<file path="config.mk">
export PLATFORM = sky130hd
export DESIGN_NAME = tage_upd_unit
export DESIGN_NICKNAME = d
export VERILOG_FILES = /design/src/rtl/tage_upd_pkg.sv /design/src/rtl/tage_u_ctr.sv /design/src/rtl/tage_bank.sv /design/src/rtl/tage_alloc_sel.sv /design/src/rtl/tage_upd_unit.sv
export SDC_FILE = /design/constraint.sdc
export NUM_CORES = 2
export LEC_CHECK = 0
export ABC_CLOCK_PERIOD_IN_PS = 10320
export BUFFER_PORTS_ARGS = -buffer_cell sky130_fd_sc_hd__buf_2
export CAP_MARGIN = 10
export CORE_UTILIZATION = 66
export CTS_BUF_LIST = sky130_fd_sc_hd__clkbuf_8
export DETAILED_ROUTE_END_ITERATION = 8
export HOLD_SLACK_MARGIN = 0.1
export PLACE_DENSITY = 0.9
export SLEW_MARGIN = 30
export SYNTH_ARGS = -nofsm -noshare
export SYNTH_HDL_FRONTEND = slang
export SYNTH_HIERARCHICAL = 1
export SYNTH_SLANG_ARGS = --single-unit
</file>
<file path="constraint.sdc">
create_clock -name clk -period 10.32 [get_ports clk]
set_input_delay 2.064 -clock clk [delete_from_list [all_inputs] [get_ports clk]]
set_output_delay 2.064 -clock clk [all_outputs]
set_load 0.02 [all_outputs]
</file>
<file path="src/rtl/tage_upd_pkg.sv">
package tage_upd_pkg;

   // Largest supported usefulness width.
   localparam int unsigned U_W_MAX = 2;
   // Widest direction counter the seed function covers.
   localparam int unsigned CTR_W_MAX = 16;

   // Weakest counter value toward the resolved direction: 0 or -1.
   function automatic logic [CTR_W_MAX-1:0] weak_seed(input logic taken);
      return taken ? {CTR_W_MAX{1'b0}} : {CTR_W_MAX{1'b1}};
   endfunction

endpackage

</file>
<file path="src/rtl/tage_u_ctr.sv">
module tage_u_ctr #(
   parameter int unsigned U_W = 2
) (
   input  logic [U_W-1:0] cur,
   input  logic           up,
   output logic [U_W-1:0] nxt
);
   localparam logic [U_W-1:0] U_TOP = {U_W{1'b1}};
   localparam logic [U_W-1:0] U_ONE = U_W'(1);

   generate
      if (U_W == 1) begin : g_single
         // One bit: moving up saturates at 1 and moving down at 0.
         assign nxt = up;
      end else begin : g_multi
         always_comb begin
            if (up) nxt = (cur == U_TOP) ? cur : cur + U_ONE;
            else    nxt = (cur == '0)    ? cur : cur - U_ONE;
         end
      end
   endgenerate
endmodule

</file>
<file path="src/rtl/tage_bank.sv">
module tage_bank #(
   parameter int unsigned IDX_W = 4,
   parameter int unsigned TAG_W = 8,
   parameter int unsigned CTR_W = 3,
   parameter int unsigned U_W   = 2
) (
   input  logic             clk,
   input  logic             rst_n,
   input  logic [IDX_W-1:0] wr_idx,
   input  logic             u_we,
   input  logic [U_W-1:0]   u_wdata,
   input  logic             a_we,
   input  logic [TAG_W-1:0] a_tag,
   input  logic [CTR_W-1:0] a_ctr,
   output logic [U_W-1:0]   u_cur,
   input  logic [IDX_W-1:0] rd_idx,
   output logic [CTR_W-1:0] rd_ctr,
   output logic [TAG_W-1:0] rd_tag,
   output logic [U_W-1:0]   rd_u
);
   localparam int unsigned DEPTH = 1 << IDX_W;

   logic [CTR_W-1:0] ctr_mem [DEPTH];
   logic [TAG_W-1:0] tag_mem [DEPTH];
   logic [U_W-1:0]   u_mem   [DEPTH];

   always_ff @(posedge clk or negedge rst_n) begin
      if (!rst_n) begin
         for (int i = 0; i < DEPTH; i++) begin
            ctr_mem[i] <= '0;
            tag_mem[i] <= '0;
            u_mem[i]   <= '0;
         end
      end else begin
         if (u_we) u_mem[wr_idx] <= u_wdata;
         if (a_we) begin
            tag_mem[wr_idx] <= a_tag;
            ctr_mem[wr_idx] <= a_ctr;
         end
      end
   end

   assign u_cur  = u_mem[wr_idx];
   assign rd_ctr = ctr_mem[rd_idx];
   assign rd_tag = tag_mem[rd_idx];
   assign rd_u   = u_mem[rd_idx];
endmodule

</file>
<file path="src/rtl/tage_alloc_sel.sv">
module tage_alloc_sel #(
   parameter int unsigned NUM_TABLES = 12,
   parameter int unsigned U_W        = 2,
   parameter int unsigned PROV_W     = 4
) (
   input  logic [PROV_W-1:0]         provider,
   input  logic                      req,
   input  logic [NUM_TABLES*U_W-1:0] u_flat,
   output logic [NUM_TABLES-1:0]     gnt,
   output logic [U_W-1:0]            min_u
);
   logic           found;
   logic [U_W-1:0] u_t;

   // Scan from the longest history toward the provider.
   always_comb begin
      gnt   = '0;
      min_u = U_W'(1);
      found = 1'b0;
      u_t   = '0;
      for (int t = NUM_TABLES - 1; t >= 0; t--) begin
         if (t + 1 > int'(provider)) begin
            u_t = u_flat[t*U_W +: U_W];
            if (u_t < min_u) min_u = u_t;
            if (req && !found && (u_t == '0)) begin
               gnt[t] = 1'b1;
               found  = 1'b1;
            end
         end
      end
   end
endmodule

</file>
<file path="src/rtl/tage_upd_unit.sv">
module tage_upd_unit
   import tage_upd_pkg::*;
#(
   parameter int unsigned NUM_TABLES = 12,
   parameter int unsigned IDX_W      = 4,
   parameter int unsigned TAG_W      = 8,
   parameter int unsigned CTR_W      = 3,
   parameter int unsigned U_W        = 2
) (
   input  logic                                clk,
   input  logic                                rst_n,
   input  logic                                upd_valid,
   input  logic                                upd_taken,
   input  logic [$clog2(NUM_TABLES+1)-1:0]     upd_provider,
   input  logic                                upd_prov_pred,
   input  logic                                upd_alt_pred,
   input  logic                                upd_alloc,
   input  logic [NUM_TABLES*IDX_W-1:0]         upd_idx,
   input  logic [NUM_TABLES*TAG_W-1:0]         upd_tag,
   output logic [U_W-1:0]                      min_u,
   input  logic [$clog2(NUM_TABLES+1)-1:0]     rd_table,
   input  logic [IDX_W-1:0]                    rd_idx,
   output logic [CTR_W-1:0]                    rd_ctr,
   output logic [TAG_W-1:0]                    rd_tag,
   output logic [U_W-1:0]                      rd_u
);
   localparam int unsigned PROV_W = $clog2(NUM_TABLES + 1);

   // Elaboration-time parameter checks.
   generate
      if (U_W < 1 || U_W > U_W_MAX) begin : g_bad_u_w
         $error("usefulness width must be 1 or 2");
      end
      if (CTR_W < 2 || CTR_W > CTR_W_MAX) begin : g_bad_ctr_w
         $error("direction counter width out of range");
      end
      if (NUM_TABLES < 1) begin : g_bad_tables
         $error("at least one tagged table is required");
      end
      if (IDX_W < 1 || TAG_W < 1) begin : g_bad_geom
         $error("index and tag widths must be non-zero");
      end
   endgenerate

   logic [NUM_TABLES*U_W-1:0] u_cur_flat;
   logic [NUM_TABLES-1:0]     u_we;
   logic [NUM_TABLES-1:0]     alloc_gnt;
   logic [U_W-1:0]            u_cur_prov;
   logic [U_W-1:0]            u_wdata;
   logic                      disagree;
   logic                      u_up;
   logic                      alloc_req;
   logic [CTR_W_MAX-1:0]      seed_full;
   logic [CTR_W-1:0]          seed_ctr;

   logic [CTR_W-1:0] bk_ctr [NUM_TABLES];
   logic [TAG_W-1:0] bk_tag [NUM_TABLES];
   logic [U_W-1:0]   bk_u   [NUM_TABLES];

   assign disagree  = upd_prov_pred ^ upd_alt_pred;
   assign u_up      = (upd_prov_pred == upd_taken);
   assign alloc_req = upd_valid & upd_alloc;
   assign seed_full = weak_seed(upd_taken);
   assign seed_ctr  = seed_full[CTR_W-1:0];

   // Provider's current usefulness.
   always_comb begin
      u_cur_prov = '0;
      for (int t = 0; t < NUM_TABLES; t++) begin
         if (int'(upd_provider) == t + 1) u_cur_prov = u_cur_flat[t*U_W +: U_W];
      end
   end

   tage_u_ctr #(.U_W(U_W)) i_u_ctr (
      .cur (u_cur_prov),
      .up  (u_up),
      .nxt (u_wdata)
   );

   tage_alloc_sel #(
      .NUM_TABLES (NUM_TABLES),
      .U_W        (U_W),
      .PROV_W     (PROV_W)
   ) i_alloc_sel (
      .provider (upd_provider),
      .req      (alloc_req),
      .u_flat   (u_cur_flat),
      .gnt      (alloc_gnt),
      .min_u    (min_u)
   );

   generate
      for (genvar t = 0; t < NUM_TABLES; t++) begin : g_tbl
         assign u_we[t] = upd_valid & disagree & (int'(upd_provider) == t + 1);

         tage_bank #(
            .IDX_W (IDX_W),
            .TAG_W (TAG_W),
            .CTR_W (CTR_W),
            .U_W   (U_W)
         ) i_bank (
            .clk     (clk),
            .rst_n   (rst_n),
            .wr_idx  (upd_idx[t*IDX_W +: IDX_W]),
            .u_we    (u_we[t]),
            .u_wdata (u_wdata),
            .a_we    (alloc_gnt[t]),
            .a_tag   (upd_tag[t*TAG_W +: TAG_W]),
            .a_ctr   (seed_ctr),
            .u_cur   (u_cur_flat[t*U_W +: U_W]),
            .rd_idx  (rd_idx),
            .rd_ctr  (bk_ctr[t]),
            .rd_tag  (bk_tag[t]),
            .rd_u    (bk_u[t])
         );
      end
   endgenerate

   // Read port mux; out-of-range table numbers read as zero.
   always_comb begin
      rd_ctr = '0;
      rd_tag = '0;
      rd_u   = '0;
      for (int t = 0; t < NUM_TABLES; t++) begin
         if (int'(rd_table) == t + 1) begin
            rd_ctr = bk_ctr[t];
            rd_tag = bk_tag[t];
            rd_u   = bk_u[t];
         end
      end
   end
endmodule

</file>
# Yosys cells after proc, flatten, opt, wreduce, memory -nomap -nowiden
# Cells that the tools add are included.
[totals]
wordCells = 1112
romBits = 0
memories = 0
out_inout_bits = 15
regBits = 2496
mem_bits_rw = 0
inputBits = 163
latchBits = 0
[classes]
n_bitwise = 28
addsub = 2
mul = 0
reduce_logical = 59
eq_ne = 26
mux = 372
div = 0
n_lt_le_gt_ge = 49
shifts = 0
[op_table]
columns = ["op", "count"]
rows = [
  ["128-bit bitwise mux", 12],
  ["48-bit bitwise mux", 12],
  ["8-bit binary-select mux with 4-bit select", 12],
  ["32-bit bitwise mux", 12],
  ["8-bit demux with 4-bit select", 12],
  ["8-bit 2-to-1 mux", 48],
  ["2-bit 2-to-1 mux", 111],
  ["2-bit binary-select mux with 4-bit select", 24],
  ["3-bit 2-to-1 mux", 49],
  ["3-bit binary-select mux with 4-bit select", 12],
  ["3-bit demux with 4-bit select", 12],
  ["2-bit demux with 4-bit select", 12],
  ["5-bit greater-or-equal comparator, second input constant", 13],
  ["4-bit inverter with 5-bit output", 13],
  ["4-bit equality test, second input constant", 16],
  ["5-bit by 1-bit < comparator with 1-bit output, second input constant", 12],
  ["1-bit 2-to-1 mux", 44],
  ["1-bit logical AND", 35],
  ["2-bit zero test", 13],
  ["4-bit by 3-bit equality test with 1-bit output, second input constant", 6],
  ["2-bit < comparator", 11],
  ["4-bit > comparator, first input constant", 5],
  ["3-bit by 4-bit > comparator with 1-bit output, first input constant", 4],
  ["1-bit bitwise AND", 14],
  ["other kinds (10)", 22],
]

# Logic depth before layout (Yosys ltp)
[logic_depth]
word_depth = 63
ltp_mapped = 42
depth_no_buf = 41

# Cells and area by module
# The synthesis kept the hierarchy.
[by_module_without_submodules]
columns = ["module", "area_each_um2", "seq_area_each_um2", "instances", "cells_each"]
rows = [
  ["tage_bank", 9823.2, 5205.0, 12, 627],
  ["tage_upd_unit", 2113.3, 0.0, 1, 303],
  ["tage_alloc_sel", 1321.3, 0.0, 1, 174],
  ["tage_u_ctr", 26.3, 0.0, 1, 3],
]

# Worst setup path before layout
# Ideal clock, no wire load.
[synth_timing]
path_kind = "input -> output"
from = "input port upd_idx[24]"
to = "output port min_u[0]"
setup_slack_ps = 1222
t_required_ps = 8256
path_buffers = 1
cell_stages = 32
arrival_time_ps = 7034
path_cell_list = "buf_6 mux4_2 a22oi_1 nand3_1 ha_1 mux2i_1 inv_1 mux2_4 ha_1 nand2_1 o21ai_2 ha_1 nand2b_1 a21oi_1 a31oi_1 nand3_1 o21a_1 ha_1 nand2_1 nand2_1 ha_1 mux2i_1 o21ai_0 ha_1 o21ai_0 o21a_1 ha_1 o32a_1 nor2_1 nor3_1 o21ai_0 o211ai_1"
[synth_via]
elab_chain_cells = 25
[synth_rtl]
columns = ["item", "line", "rtl"]
rows = [
  ["start, declared", "tage_upd_unit.sv:18", "input logic [NUM_TABLES*IDX_W-1:0] upd_idx,"],
  ["4-bit inverter with 5-bit output (not written as such) (*)", "tage_bank.sv:43", "assign u_cur = u_mem[wr_idx];"],
  ["2-bit binary-select mux with 4-bit select (*)", "tage_bank.sv:43", ""],
  ["2-bit 2-to-1 mux (not written as such) (*) (2 in a row)", "tage_bank.sv:43", ""],
  ["net u_cur_flat[13]", "tage_upd_unit.sv:45", "logic [NUM_TABLES*U_W-1:0] u_cur_flat;"],
  ["2-bit < comparator", "tage_alloc_sel.sv:24", "if (u_t < min_u) min_u = u_t;"],
  ["2-bit 2-to-1 mux (*)", "tage_alloc_sel.sv:24", ""],
  ["2-bit 2-to-1 mux (*)", "tage_alloc_sel.sv:22", "if (t + 1 > int'(provider)) begin"],
  ["2-bit < comparator", "tage_alloc_sel.sv:24", ""],
  ["[... 9 more ...]", "-", ""],
  ["2-bit 2-to-1 mux", "tage_alloc_sel.sv:24", ""],
  ["2-bit 2-to-1 mux (*)", "tage_alloc_sel.sv:22", ""],
  ["2-bit < comparator", "tage_alloc_sel.sv:24", ""],
  ["2-bit 2-to-1 mux", "tage_alloc_sel.sv:24", ""],
  ["2-bit 2-to-1 mux (*)", "tage_alloc_sel.sv:22", ""],
  ["2-bit < comparator", "tage_alloc_sel.sv:24", ""],
  ["2-bit 2-to-1 mux", "tage_alloc_sel.sv:24", ""],
  ["2-bit 2-to-1 mux (*)", "tage_alloc_sel.sv:22", ""],
  ["end, declared", "tage_upd_unit.sv:20", "output logic [U_W-1:0] min_u,"],
]
# Mark *: on every way through the listed nets, which the timed path passes. The rest lies on a longest branch. The select of a mux whose other input is x is not followed.

# Worst setup path in the final report
# Ends and elaborated chain as after synthesis.

==> summary.md <==
The number of synthesized flops with an enable pin works out to 0. Clock tree synthesis inserted a total of 405 buffers. At the worst endpoint, the required time is 8260 ps. The cell count after synthesis came out at 8,004.

In the layout the commonest cells are sky130_fd_sc_hd__mux2_2 (2,500), sky130_fd_sc_hd__dfrtp_1 (2,496), sky130_fd_sc_hd__clkbuf_8 (504), sky130_fd_sc_hd__mux4_2 (437), sky130_fd_sc_hd__a22oi_1 (354). The hold violation total from the final report is 0. Summed over all instances, the cell type with the most area after synthesis is sky130_fd_sc_hd__dfrtp_1. Yosys attributes the largest share of cell area to sky130_fd_sc_hd__dfrtp_1 (51%), sky130_fd_sc_hd__mux2_2 (23%), sky130_fd_sc_hd__mux4_2 (8.1%), sky130_fd_sc_hd__mux4_1 (6.2%), sky130_fd_sc_hd__a22oi_1 (2.2%). In this design, the stage delay of the slowest critical-path cell is 530 ps.

The logs give -21.47 ps for the pre-CTS setup slack and 0 for the global-route congestion overflow total. The share of total power dissipated in combinational logic is 7.7%. The length of the first detailed-routing pass in iterations is 9. For the row count, the log shows 157.

The share of synthesized area in the top cell type comes to 51.48%. The tools report the residual DRC count as 1. In the final routed layout, each cell accounts on average for 28.41 um.

The first-iteration detailed-routing DRC count is 7,352, and the synthesized area per cell is 15.16 sq um. After the last flow step, the layout net total stands at 8,292. The fraction of the mapped netlist area in simple logic gates was 4.202%. The post-synthesis sequential area ratio is 51.48%, and the final instance count without filler cells is 10.91k.

Summing the areas of all compound-gate instances in the mapped netlist gives 3.149% of the synthesized area. The via count normalized by instance count is 6.821. The most numerous cell type found on the critical path is sky130_fd_sc_hd__ha_1.

The post-route minimum period is 9912 ps, and the final-report max-slew violation count is 0. The power density over cell area came out at 156.6 mW/mm^2. Type of the worst setup path: in2out. Leaving out fill and tap cells, the most frequent cell in the layout is sky130_fd_sc_hd__mux2_2.

The reg-to-reg critical path startpoint was g_tbl[10].i_bank/u_mem[14]$_DFFE_PN0P_. Synthesis inferred 2,496 register bits. No sink is reached through more buffers than the 4 on the longest clock path. The horizontal extent of the die works out to 430.8 um. In this run the critical register-to-register path is captured at g_tbl[5].i_bank/u_mem[6]$_DFFE_PN0P_. The aggregate negative setup slack is 0 ps, and the layout cell share with drive strength beyond 1 is 47.49%. Timing would allow up to 100.9 MHz.

Port buffering added 177 buffers. Counting both buffers and inverters, the worst setup path holds a total of 4. The fraction of registers with async set or reset after synthesis was 100.0%; the worst path arrival time was 7850 ps.

The tools report the setup skew after layout as 116.6 ps. In this run the worst hold path is classified as reg2reg. The run gives 72.19% as the post-route core utilization. 178 I/O pins were placed. The die span in y was 430.8 um. TritonCTS built the clock tree. The cell area that synthesis handed to floorplanning was 0.1213 sq mm. Setup repair after global routing left no endpoint under its margin. CTS clock-pin slew for the worst setup and hold paths: 60 ps. The reported net switching power came out at 5053 uW. The internal power of the cells totals 15,630 uW. The flip-flop cell with the highest count after synthesis is sky130_fd_sc_hd__dfrtp_1. After synthesis, the netlist uses 86 different library cells. The tools report the clock latency of the later-clocked register in the worst-skew pair as 1110 ps.

Dividing the final minimum period by the clock period gives 96.05%. The run gives 20,680 uW as the sum of internal, switching and leakage power. Measured against its own limit, the worst slew margin works out to 25.01%.

The maximum net fanout on the critical path is 12. The HPWL after detailed placement is 194,100 um. The tools report the number of global-route vias before repair as 79.08k.

IR analysis of the VDD net gives a maximum drop of 0.1780 mV. The net switching fraction of the power came out at 24.43%. The initial antenna violation count came out at 77. The tools report the clock tree root driver cell as sky130_fd_sc_hd__clkbuf_8.

The setup-violating endpoint count in the final report was 0. The kind of cell with the highest combined delay along the critical path is compound AO/OA/AOI/OAI gates. The synthesized netlist devotes 0.2454% of its cell area to adder and majority cells.

Across all register-to-register paths, the minimum setup slack is 5460 ps. The H-tree generated during clock tree synthesis spans 5 levels. The total die area came out at 0.1856 sq mm. In this run the static leakage power is 0.06471 uW. The detail route stage leaves a number of antenna-violating nets equal to 0. The core region is 0.1829 sq mm. The checks that failed: design-rule violations. The tools report the category of the worst setup path capture point as an output pin. The synthesized netlist devotes 0.01444% of its cell area to XOR and XNOR gates.

The logs give 33.58% for the overall routing resource usage and 0.9613 for the routability congestion estimate. The first global-routing pass estimated 477,900 um of wire. In this run, post-CTS hold repair placed 0 buffers.

Placed cell count: 10.16k. The worst hold path terminates at g_tbl[10].i_bank/ctr_mem[30]$_DFFE_PN0P_. At the pin with the least slew margin, the transition time is 1125 ps.

The clock network accounts for 42.5% of the total power. After synthesis, the largest family of logic cells by area is multiplexers. Entering global routing, the biggest net connects 201 pins. Launching element type of the critical path: a primary input.

Relative to the synthesized area, the layout overhead comes to 8.800%. Counting cells, the worst reg-to-reg path comes to 12. The total nets after synthesis was 8,189; the least setup slack across all paths after layout was 408.1 ps. The tools report the launch instance of the worst min-delay path as g_tbl[10].i_bank/ctr_mem[30]$_DFFE_PN0P_. The final route contains 74.43k vias.

Once the floorplan was initialized, standard cells occupied 66.35% of the core. The tools report the portion of total power attributed to sequential cells as 49.8%. The cell count of the worst hold path was 1.

The clock net sink count was 2,496. The tools report the reported max-cap violation count as 0. After detailed routing, the total wire length is 310,000 um. The Yosys step of the flow raised 6 warnings.

Slowest cell on the critical path: sky130_fd_sc_hd__mux4_2. The share of synthesized area spent on multiplexers came out at 37.77%. The run finished, with violations left.
[power by group through the flow]
stage / logic [uW] / registers, uW / clock network, uW
final: 1590 / 10300 / 8790
after global routing: 1700 / 10300 / 9330
after CTS: 1570 / 10300 / 8890
after detailed placement: 1550 / 10500 / 0
after global placement: 1480 / 10400 / 0
after floorplan: 989 / 10400 / 0
[synth_stat cells, drive strengths merged (6+ instances only)]
library cell and instances:
nand2 289, mux2i 17, a21oi 27, nand3b 53, o221ai 18, nand3 77
or2 14, and2b 12, clkbuf 267, nor2b 108, ha 22, o21ai 32
o211ai 8, o22ai 11, nand2b 40, mux2 2508, inv 19, a22oi 355
dfrtp 2496, mux4 725, and4b 6, nor3 14, buf 375, a22o 6
a32oi 7, nor2 370, and2 17, a2bb2oi 6, nor3b 33
[timing repair]
action	CTS	global route
pin swaps	0	1
buffers inserted	0	3
endpoints found under the setup margin	1	1
gates resized for setup	1	3
[cell type report]
class,count,area [sq um]
Timing Repair Buffer,338,2656
Fill cell,10308,50870
Tap cell,2464,3083
Multi-Input combinational cell,4847,55340
Clock buffer,504,6937
Clock inverter,190,1325
Sequential cell,2496,62460
Antenna cell,53,132.6
Inverter,19,78.83
[metal layers]
| layer | track usage [%] | wire length (um) | vias to the layer above |
|---|---|---|---|
| met1 | 43.40 | 115100 | 39251 |
| li1 | - | - | 30545 |
| met2 | 51.98 | 148700 | 3668 |
| met3 | 7.466 | 24720 | 933 |
| met4 | 21.37 | 21240 | 32 |
| met5 | 0 | 185 | - |
[through the flow]
step | hold WS, ps | instance area [sq um]
2_1_floorplan | 470.3 | 121300
4_1_cts | 498.1 | 131600
3_5_place_dp | 485.3 | 123400
6_report | 495.5 | 132000
5_1_grt | 504.5 | 132000
3_3_place_gp | 478.0 | 123100
[registers in the layout (all words and copies together), names as in the netlist]
register / count
g_tbl.i_bank/u_mem: 384
g_tbl.i_bank/ctr_mem: 576
g_tbl.i_bank/tag_mem: 1536
[cell families (layout without fill, tap and decap cells)]
family	Yosys count	after routing
AND/OR/NAND/NOR	1058	1058
AO/OA/AOI/OAI	511	511
other	2	55
XOR/XNOR	2	2
buffers and inverters	661	1051
adder cells (fa/ha/maj)	24	24
flip-flops	2496	2496
multiplexers	3250	3250
[worst max-delay path by stage]
stage | start | to | slack [ps] | cells past startpoint
2_1_floorplan | upd_idx[24] | min_u[0] | 1220 | 32
3_3_place_gp | upd_idx[24] | min_u[0] | 60 | 34
3_5_place_dp | upd_idx[24] | min_u[0] | -20 | 34
4_1_cts | upd_idx[24] | min_u[0] | 70 | 34
5_1_grt | upd_idx[24] | min_u[0] | 10 | 34
6_report | upd_idx[24] | min_u[0] | 410 | 34
(Power assumes the default switching activity.)
